<file path="src/rtl/tlb_pkg.sv">
`timescale 1ns/1ps
package tlb_pkg;
  parameter int unsigned VA_W_DEF      = 32;
  parameter int unsigned PAGE_BITS_DEF = 12;
  parameter int unsigned ASID_W_DEF    = 8;
  parameter int unsigned PFN_W_DEF     = 20;
  parameter int unsigned ENTRIES_DEF   = 16;

  typedef enum logic {
    ST_LOOKUP = 1'b0,
    ST_WALK   = 1'b1
  } tlb_state_e;
endpackage

</file>
<file path="src/rtl/tlb_entry_array.sv">
`timescale 1ns/1ps
module tlb_entry_array #(
  parameter int unsigned N      = 16,
  parameter int unsigned VPN_W  = 20,
  parameter int unsigned ASID_W = 8,
  parameter int unsigned PFN_W  = 20,
  localparam int unsigned IDX_W = (N > 1) ? $clog2(N) : 1
) (
  input  logic              clk_i,
  input  logic              rst_ni,
  input  logic [VPN_W-1:0]  lk_vpn_i,
  input  logic [ASID_W-1:0] lk_asid_i,
  input  logic              wr_en_i,
  input  logic [IDX_W-1:0]  wr_idx_i,
  input  logic [VPN_W-1:0]  wr_vpn_i,
  input  logic [ASID_W-1:0] wr_asid_i,
  input  logic [PFN_W-1:0]  wr_pfn_i,
  input  logic              flush_all_i,
  input  logic              flush_asid_i,
  input  logic [ASID_W-1:0] flush_asid_id_i,
  output logic [N-1:0]      hit_vec_o,
  output logic [N-1:0]      valid_vec_o,
  output logic [PFN_W-1:0]  hit_pfn_o
);
  logic [N-1:0][PFN_W-1:0] pfn_masked;

  for (genvar i = 0; i < N; i++) begin : g_ent
    logic              valid_q, valid_d;
    logic [VPN_W-1:0]  vpn_q;
    logic [ASID_W-1:0] asid_q, asid_d;
    logic              wr_sel;

    assign wr_sel = wr_en_i && (wr_idx_i == IDX_W'(i));
    assign asid_d = wr_sel ? wr_asid_i : asid_q;

    // flush beats a same-cycle install
    always_comb begin
      valid_d = valid_q | wr_sel;
      if (flush_all_i || (flush_asid_i && asid_d == flush_asid_id_i))
        valid_d = 1'b0;
    end

    always_ff @(posedge clk_i or negedge rst_ni) begin
      if (!rst_ni) begin
        valid_q <= 1'b0;
        vpn_q   <= '0;
        asid_q  <= '0;
      end else begin
        valid_q <= valid_d;
        if (wr_sel) begin
          vpn_q  <= wr_vpn_i;
          asid_q <= wr_asid_i;
        end
      end
    end

    logic [PFN_W-1:0] pfn_q;
    always_ff @(posedge clk_i or negedge rst_ni) begin
      if (!rst_ni)     pfn_q <= '0;
      else if (wr_sel) pfn_q <= wr_pfn_i;
    end

    assign hit_vec_o[i]   = valid_q && (vpn_q == lk_vpn_i) && (asid_q == lk_asid_i);
    assign valid_vec_o[i] = valid_q;
    assign pfn_masked[i]  = hit_vec_o[i] ? pfn_q : '0;
  end

  always_comb begin
    hit_pfn_o = '0;
    for (int k = 0; k < N; k++) hit_pfn_o = hit_pfn_o | pfn_masked[k];
  end
endmodule

</file>
<file path="src/rtl/tlb_victim_sel.sv">
`timescale 1ns/1ps
module tlb_victim_sel #(
  parameter int unsigned N = 16,
  localparam int unsigned IDX_W = (N > 1) ? $clog2(N) : 1
) (
  input  logic             clk_i,
  input  logic             rst_ni,
  input  logic [N-1:0]     valid_vec_i,
  input  logic             alloc_i,
  output logic [IDX_W-1:0] victim_o
);
  logic [IDX_W-1:0] rr_q;
  logic [IDX_W-1:0] free_idx;
  logic             all_valid;

  assign all_valid = &valid_vec_i;

  // lowest invalid index
  always_comb begin
    free_idx = '0;
    for (int k = N - 1; k >= 0; k--)
      if (!valid_vec_i[k]) free_idx = IDX_W'(k);
  end

  assign victim_o = all_valid ? rr_q : free_idx;

  always_ff @(posedge clk_i or negedge rst_ni) begin
    if (!rst_ni) rr_q <= '0;
    else if (alloc_i && all_valid)
      rr_q <= (rr_q == IDX_W'(N - 1)) ? '0 : rr_q + 1'b1;
  end
endmodule

</file>
<file path="src/rtl/tlb.sv">
`timescale 1ns/1ps
module tlb
  import tlb_pkg::*;
#(
  parameter int unsigned VA_W      = VA_W_DEF,
  parameter int unsigned PAGE_BITS = PAGE_BITS_DEF,
  parameter int unsigned ASID_W    = ASID_W_DEF,
  parameter int unsigned PFN_W     = PFN_W_DEF,
  parameter int unsigned N_ENTRIES = ENTRIES_DEF,
  localparam int unsigned VPN_W    = VA_W - PAGE_BITS,
  localparam int unsigned PA_W     = PFN_W + PAGE_BITS,
  localparam int unsigned IDX_W    = (N_ENTRIES > 1) ? $clog2(N_ENTRIES) : 1
) (
  input  logic              clk_i,
  input  logic              rst_ni,
  input  logic              req_valid_i,
  output logic              req_ready_o,
  input  logic [VA_W-1:0]   req_vaddr_i,
  input  logic [ASID_W-1:0] req_asid_i,
  output logic              rsp_valid_o,
  output logic [PA_W-1:0]   rsp_paddr_o,
  output logic              rsp_fault_o,
  output logic              walk_req_o,
  output logic [VPN_W-1:0]  walk_vpn_o,
  output logic [ASID_W-1:0] walk_asid_o,
  input  logic              walk_valid_i,
  input  logic [PFN_W-1:0]  walk_pfn_i,
  input  logic              walk_pte_ok_i,
  input  logic              flush_all_i,
  input  logic              flush_asid_i,
  input  logic [ASID_W-1:0] flush_asid_id_i
);
  tlb_state_e           state_q;
  logic [VPN_W-1:0]     pend_vpn_q;
  logic [ASID_W-1:0]    pend_asid_q;
  logic [PAGE_BITS-1:0] pend_off_q;
  logic                 rsp_valid_q, rsp_fault_q;
  logic [PA_W-1:0]      rsp_paddr_q;

  logic [N_ENTRIES-1:0] hit_vec, valid_vec;
  logic [PFN_W-1:0]     hit_pfn;
  logic [IDX_W-1:0]     victim_idx;
  logic                 accept, lookup_hit, refill_take, install;
  logic [VPN_W-1:0]     req_vpn;
  logic [PAGE_BITS-1:0] req_off;

  assign req_vpn     = req_vaddr_i[VA_W-1:PAGE_BITS];
  assign req_off     = req_vaddr_i[PAGE_BITS-1:0];
  assign req_ready_o = (state_q == ST_LOOKUP);
  assign accept      = req_valid_i && req_ready_o;
  assign lookup_hit  = |hit_vec;
  assign walk_req_o  = (state_q == ST_WALK);
  assign refill_take = walk_req_o && walk_valid_i;
  assign install     = refill_take && walk_pte_ok_i;

  tlb_entry_array #(
    .N(N_ENTRIES), .VPN_W(VPN_W), .ASID_W(ASID_W), .PFN_W(PFN_W)
  ) u_array (
    .clk_i           (clk_i),
    .rst_ni          (rst_ni),
    .lk_vpn_i        (req_vpn),
    .lk_asid_i       (req_asid_i),
    .wr_en_i         (install),
    .wr_idx_i        (victim_idx),
    .wr_vpn_i        (pend_vpn_q),
    .wr_asid_i       (pend_asid_q),
    .wr_pfn_i        (walk_pfn_i),
    .flush_all_i     (flush_all_i),
    .flush_asid_i    (flush_asid_i),
    .flush_asid_id_i (flush_asid_id_i),
    .hit_vec_o       (hit_vec),
    .valid_vec_o     (valid_vec),
    .hit_pfn_o       (hit_pfn)
  );

  tlb_victim_sel #(.N(N_ENTRIES)) u_victim (
    .clk_i       (clk_i),
    .rst_ni      (rst_ni),
    .valid_vec_i (valid_vec),
    .alloc_i     (install),
    .victim_o    (victim_idx)
  );

  always_ff @(posedge clk_i or negedge rst_ni) begin
    if (!rst_ni) begin
      state_q     <= ST_LOOKUP;
      pend_vpn_q  <= '0;
      pend_asid_q <= '0;
      pend_off_q  <= '0;
      rsp_valid_q <= 1'b0;
      rsp_fault_q <= 1'b0;
      rsp_paddr_q <= '0;
    end else begin
      rsp_valid_q <= 1'b0;
      if (accept) begin
        if (lookup_hit) begin
          rsp_valid_q <= 1'b1;
          rsp_fault_q <= 1'b0;
          rsp_paddr_q <= {hit_pfn, req_off};
        end else begin
          state_q     <= ST_WALK;
          pend_vpn_q  <= req_vpn;
          pend_asid_q <= req_asid_i;
          pend_off_q  <= req_off;
        end
      end
      if (refill_take) begin
        state_q     <= ST_LOOKUP;
        rsp_valid_q <= 1'b1;
        rsp_fault_q <= !walk_pte_ok_i;
        rsp_paddr_q <= walk_pte_ok_i ? {walk_pfn_i, pend_off_q} : '0;
      end
    end
  end

  assign rsp_valid_o = rsp_valid_q;
  assign rsp_fault_o = rsp_fault_q;
  assign rsp_paddr_o = rsp_paddr_q;
  assign walk_vpn_o  = pend_vpn_q;
  assign walk_asid_o = pend_asid_q;
endmodule

</file>
<file path="config.mk">
export PLATFORM = sky130hd
export DESIGN_NAME = tlb
export DESIGN_NICKNAME = d
export VERILOG_FILES = /design/src/rtl/tlb_pkg.sv /design/src/rtl/tlb_entry_array.sv /design/src/rtl/tlb_victim_sel.sv /design/src/rtl/tlb.sv
export SDC_FILE = /design/constraint.sdc
export NUM_CORES = 2
export LEC_CHECK = 0
export ABC_AREA = 1
export BUFFER_PORTS_ARGS = -buffer_cell sky130_fd_sc_hd__buf_2
export CORE_ASPECT_RATIO = 1.4
export CORE_MARGIN = 2
export CORE_UTILIZATION = 57
export CTS_CLUSTER_SIZE = 8
export DETAILED_ROUTE_END_ITERATION = 10
export GPL_ROUTABILITY_DRIVEN = 1
export PLACE_DENSITY = 0.77
export SLEW_MARGIN = 10
export SYNTH_ARGS = -nofsm -noshare
export SYNTH_HDL_FRONTEND = slang
export SYNTH_SLANG_ARGS = --single-unit
export TNS_END_PERCENT = 5
</file>
<file path="constraint.sdc">
create_clock -name clk_i -period 6.5 [get_ports clk_i]
set_clock_uncertainty 0.2 [all_clocks]
set_input_delay 0 -clock clk_i [delete_from_list [all_inputs] [get_ports clk_i]]
set_output_delay 0 -clock clk_i [all_outputs]
set_load 0.1 [all_outputs]
</file>
Yosys cells after proc, flatten, opt, wreduce, memory -nomap -nowiden
Cells that the tools add are included.
Operators by class
  add/subtract/negate cells: 1
  eq/ne operators: 65
  multiplexer cells: 79
  bitwise operators: 33
  reductions and logical operators: 93
Operators with widths (count)
  == test 20 bit: 16
  2-to-1 mux 20 bit: 16
  bitwise OR 20 bit: 15
  == test 8 bit: 32
  2-to-1 mux 32 bit: 4
  2-to-1 mux 8 bit: 16
  2-to-1 mux 4 bit: 18
  logical AND 1 bit: 68
  == test 4 bit, second input constant: 9
  2-to-1 mux 1 bit: 25
  == test 4 x 3 -> 1 bit, second input constant: 4
  logical OR 1 bit: 16
  bitwise OR 1 bit: 16
  AND reduction 16 bit: 1
  OR reduction 16 bit: 1
  == test 4 x 2 -> 1 bit, second input constant: 2
  AND reduction 2 bit: 3
  adder 4 x 1 -> 4 bit, second input constant: 1
  == test 4 x 1 -> 1 bit, second input constant: 1
  logical NOT 4 bit: 1
  nonzero test 2 bit: 2
  != test 2 x 1 -> 1 bit, second input constant: 1
  NOT 1 bit: 2
  logical NOT 1 bit: 1
Storage, ports and cells
  bits in registers: 863
  input port bits: 75
  output and inout port bits: 64
  logic and storage cells: 343

Depth between registers and ports, before layout
  depth after elaboration: 24
  depth in mapped cells: 28
  gate-level depth less buffers: 26

Hierarchy
Synthesis repeated with hierarchy kept, for this count alone.
Unflattened totals
  cell total of the unflattened synthesis: 6172
  area, all modules: 45129.5 µm²
Modules (own cells, without submodules)
  tlb_entry_array: times used 1, cells each 5676, area each 41137.0 µm², sequential area each 19618.8 µm²
  tlb: times used 1, cells each 433, area each 3598.5 µm², sequential area each 1876.8 µm²
  tlb_victim_sel: times used 1, cells each 63, area each 394.1 µm², sequential area each 100.1 µm²

Worst setup path after synthesis
Ideal clock, no wire load.
  path kind: register -> register
  start: register state_q (netlist: walk_req_o)
  end: register u_array.g_ent[12].valid_q
  library setup time: 121 ps
  data arrival time: 2821 ps
  data required time: 6179 ps
  slack: 3358 ps
  cell stages (with the launch flop): 14
  buffers on the path: 2
  clock period less this slack: 3142 ps
  cell sequence: dfrtp_1 nand2_1 inv_1 nand2_1 or2_4 nor2_2 buf_4 nand4_2 buf_2 o21ai_2 xor2_1 nand3_1 nor2_1 nor2_1
On the way
  longest elaborated chain between the ends: 8
  elaborated cells on any way between the ends: 9
  classes of those cells: eq/ne: 1; mux: 2; bitwise: 1; reduce/logical: 5
RTL lines
  start, declared: line tlb.sv:33  | tlb_state_e state_q;
  start signal, assigned: line tlb.sv:86  | state_q <= ST_LOOKUP;
  start signal, assigned: line tlb.sv:101  | state_q <= ST_WALK;
  start signal, assigned: line tlb.sv:108  | state_q <= ST_LOOKUP;
  logical AND 1 bit *: line tlb.sv:53  | assign refill_take = walk_req_o && walk_valid_i;
  logical AND 1 bit *: line tlb.sv:54  | assign install = refill_take && walk_pte_ok_i;
  logical AND 1 bit *: line tlb_entry_array.sv:33  | assign wr_sel = wr_en_i && (wr_idx_i == IDX_W'(i));
  2-to-1 mux 8 bit: line tlb_entry_array.sv:34  | assign asid_d = wr_sel ? wr_asid_i : asid_q;
  == test 8 bit: line tlb_entry_array.sv:39  | if (flush_all_i || (flush_asid_i && asid_d == flush_asid_id_i))
  logical AND 1 bit: line tlb_entry_array.sv:39
  logical OR 1 bit: line tlb_entry_array.sv:39
  2-to-1 mux 1 bit *: line tlb_entry_array.sv:39
  net u_array.g_ent[12].valid_d: line tlb_entry_array.sv:28  | logic valid_q, valid_d;
  end signal, assigned: line tlb_entry_array.sv:49  | valid_q <= valid_d;
  end, declared: line tlb_entry_array.sv:28
Mark *: on every way through the listed nets, which the timed path passes. The rest lies on a longest branch.
A chain may end at the register's enable or synchronous reset.

Final worst setup path
  start: register state_q (netlist: walk_req_o)
  end: register u_array.g_ent[0].valid_q
On the way
  longest elaborated chain between the ends: 8
  elaborated cells on any way between the ends: 9
  classes of those cells: eq/ne: 1; mux: 2; bitwise: 1; reduce/logical: 5
RTL lines
  logical AND 1 bit: line tlb.sv:53
  logical AND 1 bit: line tlb.sv:54
  logical AND 1 bit: line tlb_entry_array.sv:33
  2-to-1 mux 8 bit: line tlb_entry_array.sv:34
  net u_array.g_ent[0].asid_d[6]: line tlb_entry_array.sv:30  | logic [ASID_W-1:0] asid_q, asid_d;
  == test 8 bit: line tlb_entry_array.sv:39
  logical AND 1 bit: line tlb_entry_array.sv:39
  logical OR 1 bit: line tlb_entry_array.sv:39
  2-to-1 mux 1 bit: line tlb_entry_array.sv:39
  net u_array.g_ent[0].valid_d: line tlb_entry_array.sv:28
  end signal, assigned: line tlb_entry_array.sv:49
  end, declared: line tlb_entry_array.sv:28
The timed path passes the listed nets, and every way through them passes these cells.

==> results_dict.tcl <==
set metrics [dict create \
    status "completed" \
    max_freq_mhz 161 \
    hpwlAfterDp_mm 109 \
    synth_edf_count 0 \
    die_h_um 329 \
    grt_max_degree 165 \
    cp_max_fo 34 \
    synth.most_common_cell "nand2_1" \
    synthAdderAreaFrac_pct 0.0291 \
    tightest_slew_ns 1.46 \
    synth.cell_area_um2 42900 \
    cts_root_buf "clkbuf_16" \
    core_region_area_um2 74900 \
    synth_xor_area_share_pct 3.41 \
    top_usage_layer "met2" \
    n_fill_cell 6388 \
    gr-usage-all-layers_pct 44.9 \
    die_w_um 236 \
    drc_errors 0 \
    synth_top_area_cell "dfrtp_1" \
    path_cells "nand2_1, clkinvlp_4, nand2_1, clkinv_1, buf_4, nand2_1, nor2_4, nand4_4, nand2_1, o21ai_0, nand2_1, nand2_1, nor2_1, dlygate4sd3_1, nand2_1, nor2_1, dlygate4sd3_1, nor2_1, dlygate4sd3_1" \
    critPathMaxStageDelay_ns 0.71 \
    synth_area_leaders "dfrtp_1 (50%), nand2_1 (13%), o21ai_0 (9.7%)" \
    synthesis.nets 5467 \
    cts.sinks 863 \
    powerDensity_nw_per_um2 288 \
    multi_input_area_um2 18400 \
    slew-limit-headroom_pct 2.74 \
    layout-drive-gt1-share_pct 8.11 \
    cp.arrival_ns 6.61 \
    io_pins 139 \
    cts_tree "built" \
    die_area_um2 77600 \
    antenna_found_initial 3 \
    cts_made_buffers 117 \
    gr-usage-met1_pct 52.8 \
    synth-compound-area-share_pct 15.0 \
    dp_slack_ns 1.19 \
    routed_via_density 6.46 \
    crit_type "flop to flop" \
    hp-class "input port to flop" \
    synth-simple-area-share_pct 23.7 \
    start_util_pct 57.3 \
    grt_pass1_wl_mm 256 \
    grt-ovfl-total 0 \
    cap_violations 0 \
    fin_crit_ns 6.22 \
    critPathCaptureType "flop" \
    critPathLaunchType "flop" \
    crit_path_top_delay_cell "nor2_4" \
    grt_pass1_vias 39300 \
    wl_per_cell_um 27.3 \
    synth_flop_cell "dfrtp_1" \
    ys_seq_elements 863 \
    post-route-period-util_pct 95.7 \
    synth_mux_area_share_pct 0.0262 \
    clk_pin_slew_ns 0.05 \
    netlist.area_leader.share_pct 50.3 \
    final_util_pct 64.3 \
    yosysSeqAreaShare_pct 50.3 \
    drtAntennaViolNets 0 \
    ir_drop_mv 0.325 \
    setup_ws_ns 0.282 \
    syn_area_per_cell_um2 7.96 \
    yosysUniqueCellTypes 51 \
    layout.nets 5497 \
    syn_to_final_growth_pct 12.2 \
    clock_path_buffers 3 \
    yosysWarnings 0 \
    portBuffers 138 \
    synthesis.instances 5391 \
    async_flop_share_pct 100 \
    seqCellArea_um2 21600 \
    slew_violations 0 \
    vias 41300 \
    met2_usage_pct 67.7 \
    cts_setup_buffers 0 \
    drtIter0Drc 5958 \
    rsz0062_at_grt "false" \
    clk-insertion-delay-late_ns 0.72 \
    fin_setup_tns_ns 0 \
    hold_slack_ns 0.0214 \
    drt-total-wl_mm 175 \
    synth_top_family_by_area "simple AND/OR/NAND/NOR gates" \
    use_met3_pct 11.3 \
    gp_congestion 1.05 \
    crit_required_ns 6.89 \
    setup_viol 0 \
    leakagePower_nw 22.0 \
    first_pass_iters 8 \
    rows 119 \
    cts_max_level 3 \
    crit_path_frequent_cell "nand2_1" \
    yosys-top-cells-count "nand2_1 (1463), dfrtp_1 (863), o21ai_0 (831)" \
    hold_viol 0 \
]
[critical path, delay by kind of cell (launching register included)]
family                 cells  cell delay [ns]
buffers and inverters      6             2.60
flip-flops                 1             0.38
AO/OA/AOI/OAI              1             0.12
AND/OR/NAND/NOR           12             2.73
[per-layer routing]
metal  vias to the layer above  share of wire (%)
met3                       970                 12
li1                      17900                  -
met5                         -              0.023
met1                     19500                 33
met2                      2999                 43
met4                         6                 11
[timing repair]
item                                    in CTS  in global routing
resized for setup                            0                  2
endpoints found under the setup margin       0                  4
endpoints found under the hold margin     1193                  0
hold buffers                                94                  0
[report_power, final]
part | switching, mW | internal, mW
registers | 0.227 | 5.66
logic | 2.01 | 0.447
clock network | 2.33 | 3.19
[state kept, by name, summed over array words and instances, names as in the netlist]
signal / cells
rsp_valid_o: 1
u_array.g_ent.valid_q: 16
walk_vpn_o: 20
walk_req_o: 1
u_array.g_ent.asid_q: 128
rsp_paddr_o: 32
rsp_fault_o: 1
walk_asid_o: 8
u_array.g_ent.pfn_q: 320
u_victim.rr_q: 4
pend_off_q: 12
u_array.g_ent.vpn_q: 320
[cells by family after synthesis]
logic type                 Yosys count
and+or+nand+nor                   2378
AOI/OAI and AO/OA                 1157
DFF                                863
buffers and inverters              824
xor gates and xnor gates           167
muxes                                1
adders and majority gates            1
[layout by cell type (no fill, tap or decap), drive strengths merged, types with 20 or more instances in the layout]
| cell type | netlist | routed |
|---|---|---|
| nand4 | 139 | 139 |
| inv | 407 | 407 |
| nand3 | 463 | 463 |
| nand2 | 1466 | 1466 |
| o22ai | 128 | 128 |
| o2111ai | 20 | 20 |
| buf | 119 | 225 |
| o21ai | 878 | 878 |
| nor2 | 245 | 245 |
| a221oi | 45 | 45 |
| dfrtp | 863 | 863 |
| a21oi | 22 | 22 |
| clkbuf | 289 | 120 |
| xnor2 | 153 | 153 |
| dlygate4sd3 | 0 | 93 |
| nor4 | 27 | 27 |
[path summary, 6_finish.rpt]
kind | depth (start not counted) | end | from | slack, ns
setup / recovery | 19 | u_array.g_ent[0].valid_q$_DFF_PN0_ | walk_req_o$_DFFE_PN0P_ | 0.28
hold reg to reg | 2 | u_array.g_ent[8].pfn_q[5]$_DFFE_PN0N_ | u_array.g_ent[8].pfn_q[5]$_DFFE_PN0N_ | 0.28
min in group asynchronous | 4 | u_array.g_ent[0].asid_q[6]$_DFF_PN0_ | rst_ni | 0.38
max in group asynchronous | 4 | u_array.g_ent[14].pfn_q[5]$_DFFE_PN0P_ | rst_ni | 4.72
setup reg to reg | 19 | u_array.g_ent[0].valid_q$_DFF_PN0_ | walk_req_o$_DFFE_PN0P_ | 0.28
hold / removal | 6 | rsp_paddr_o[15]$_DFFE_PN0P_ | walk_pfn_i[3] | 0.02
[final cells by class]
| type | instances | area share (%) |
|---|---|---|
| antenna | 1 | 0.00519 |
| sequential | 863 | 44.8 |
| multi-input combinational | 3704 | 38.1 |
| tap | 968 | 2.51 |
| timing repair inverter | 1 | 0.0104 |
| clock buffer | 120 | 6.19 |
| clock inverter | 5 | 0.210 |
| inverter | 416 | 3.25 |
| timing repair buffer | 318 | 4.92 |
[stage by stage]
step                      std cells  area (um^2)  total power [mW]
after global placement         6175        44100              8.24
after floorplan                5391        42900              7.36
final                          6396        48200              13.9
after global routing           6395        48200              14.2
after detailed placement       6175        44100              8.27
after CTS                      6394        48200              13.7
Power figures use the tool's default switching activity.
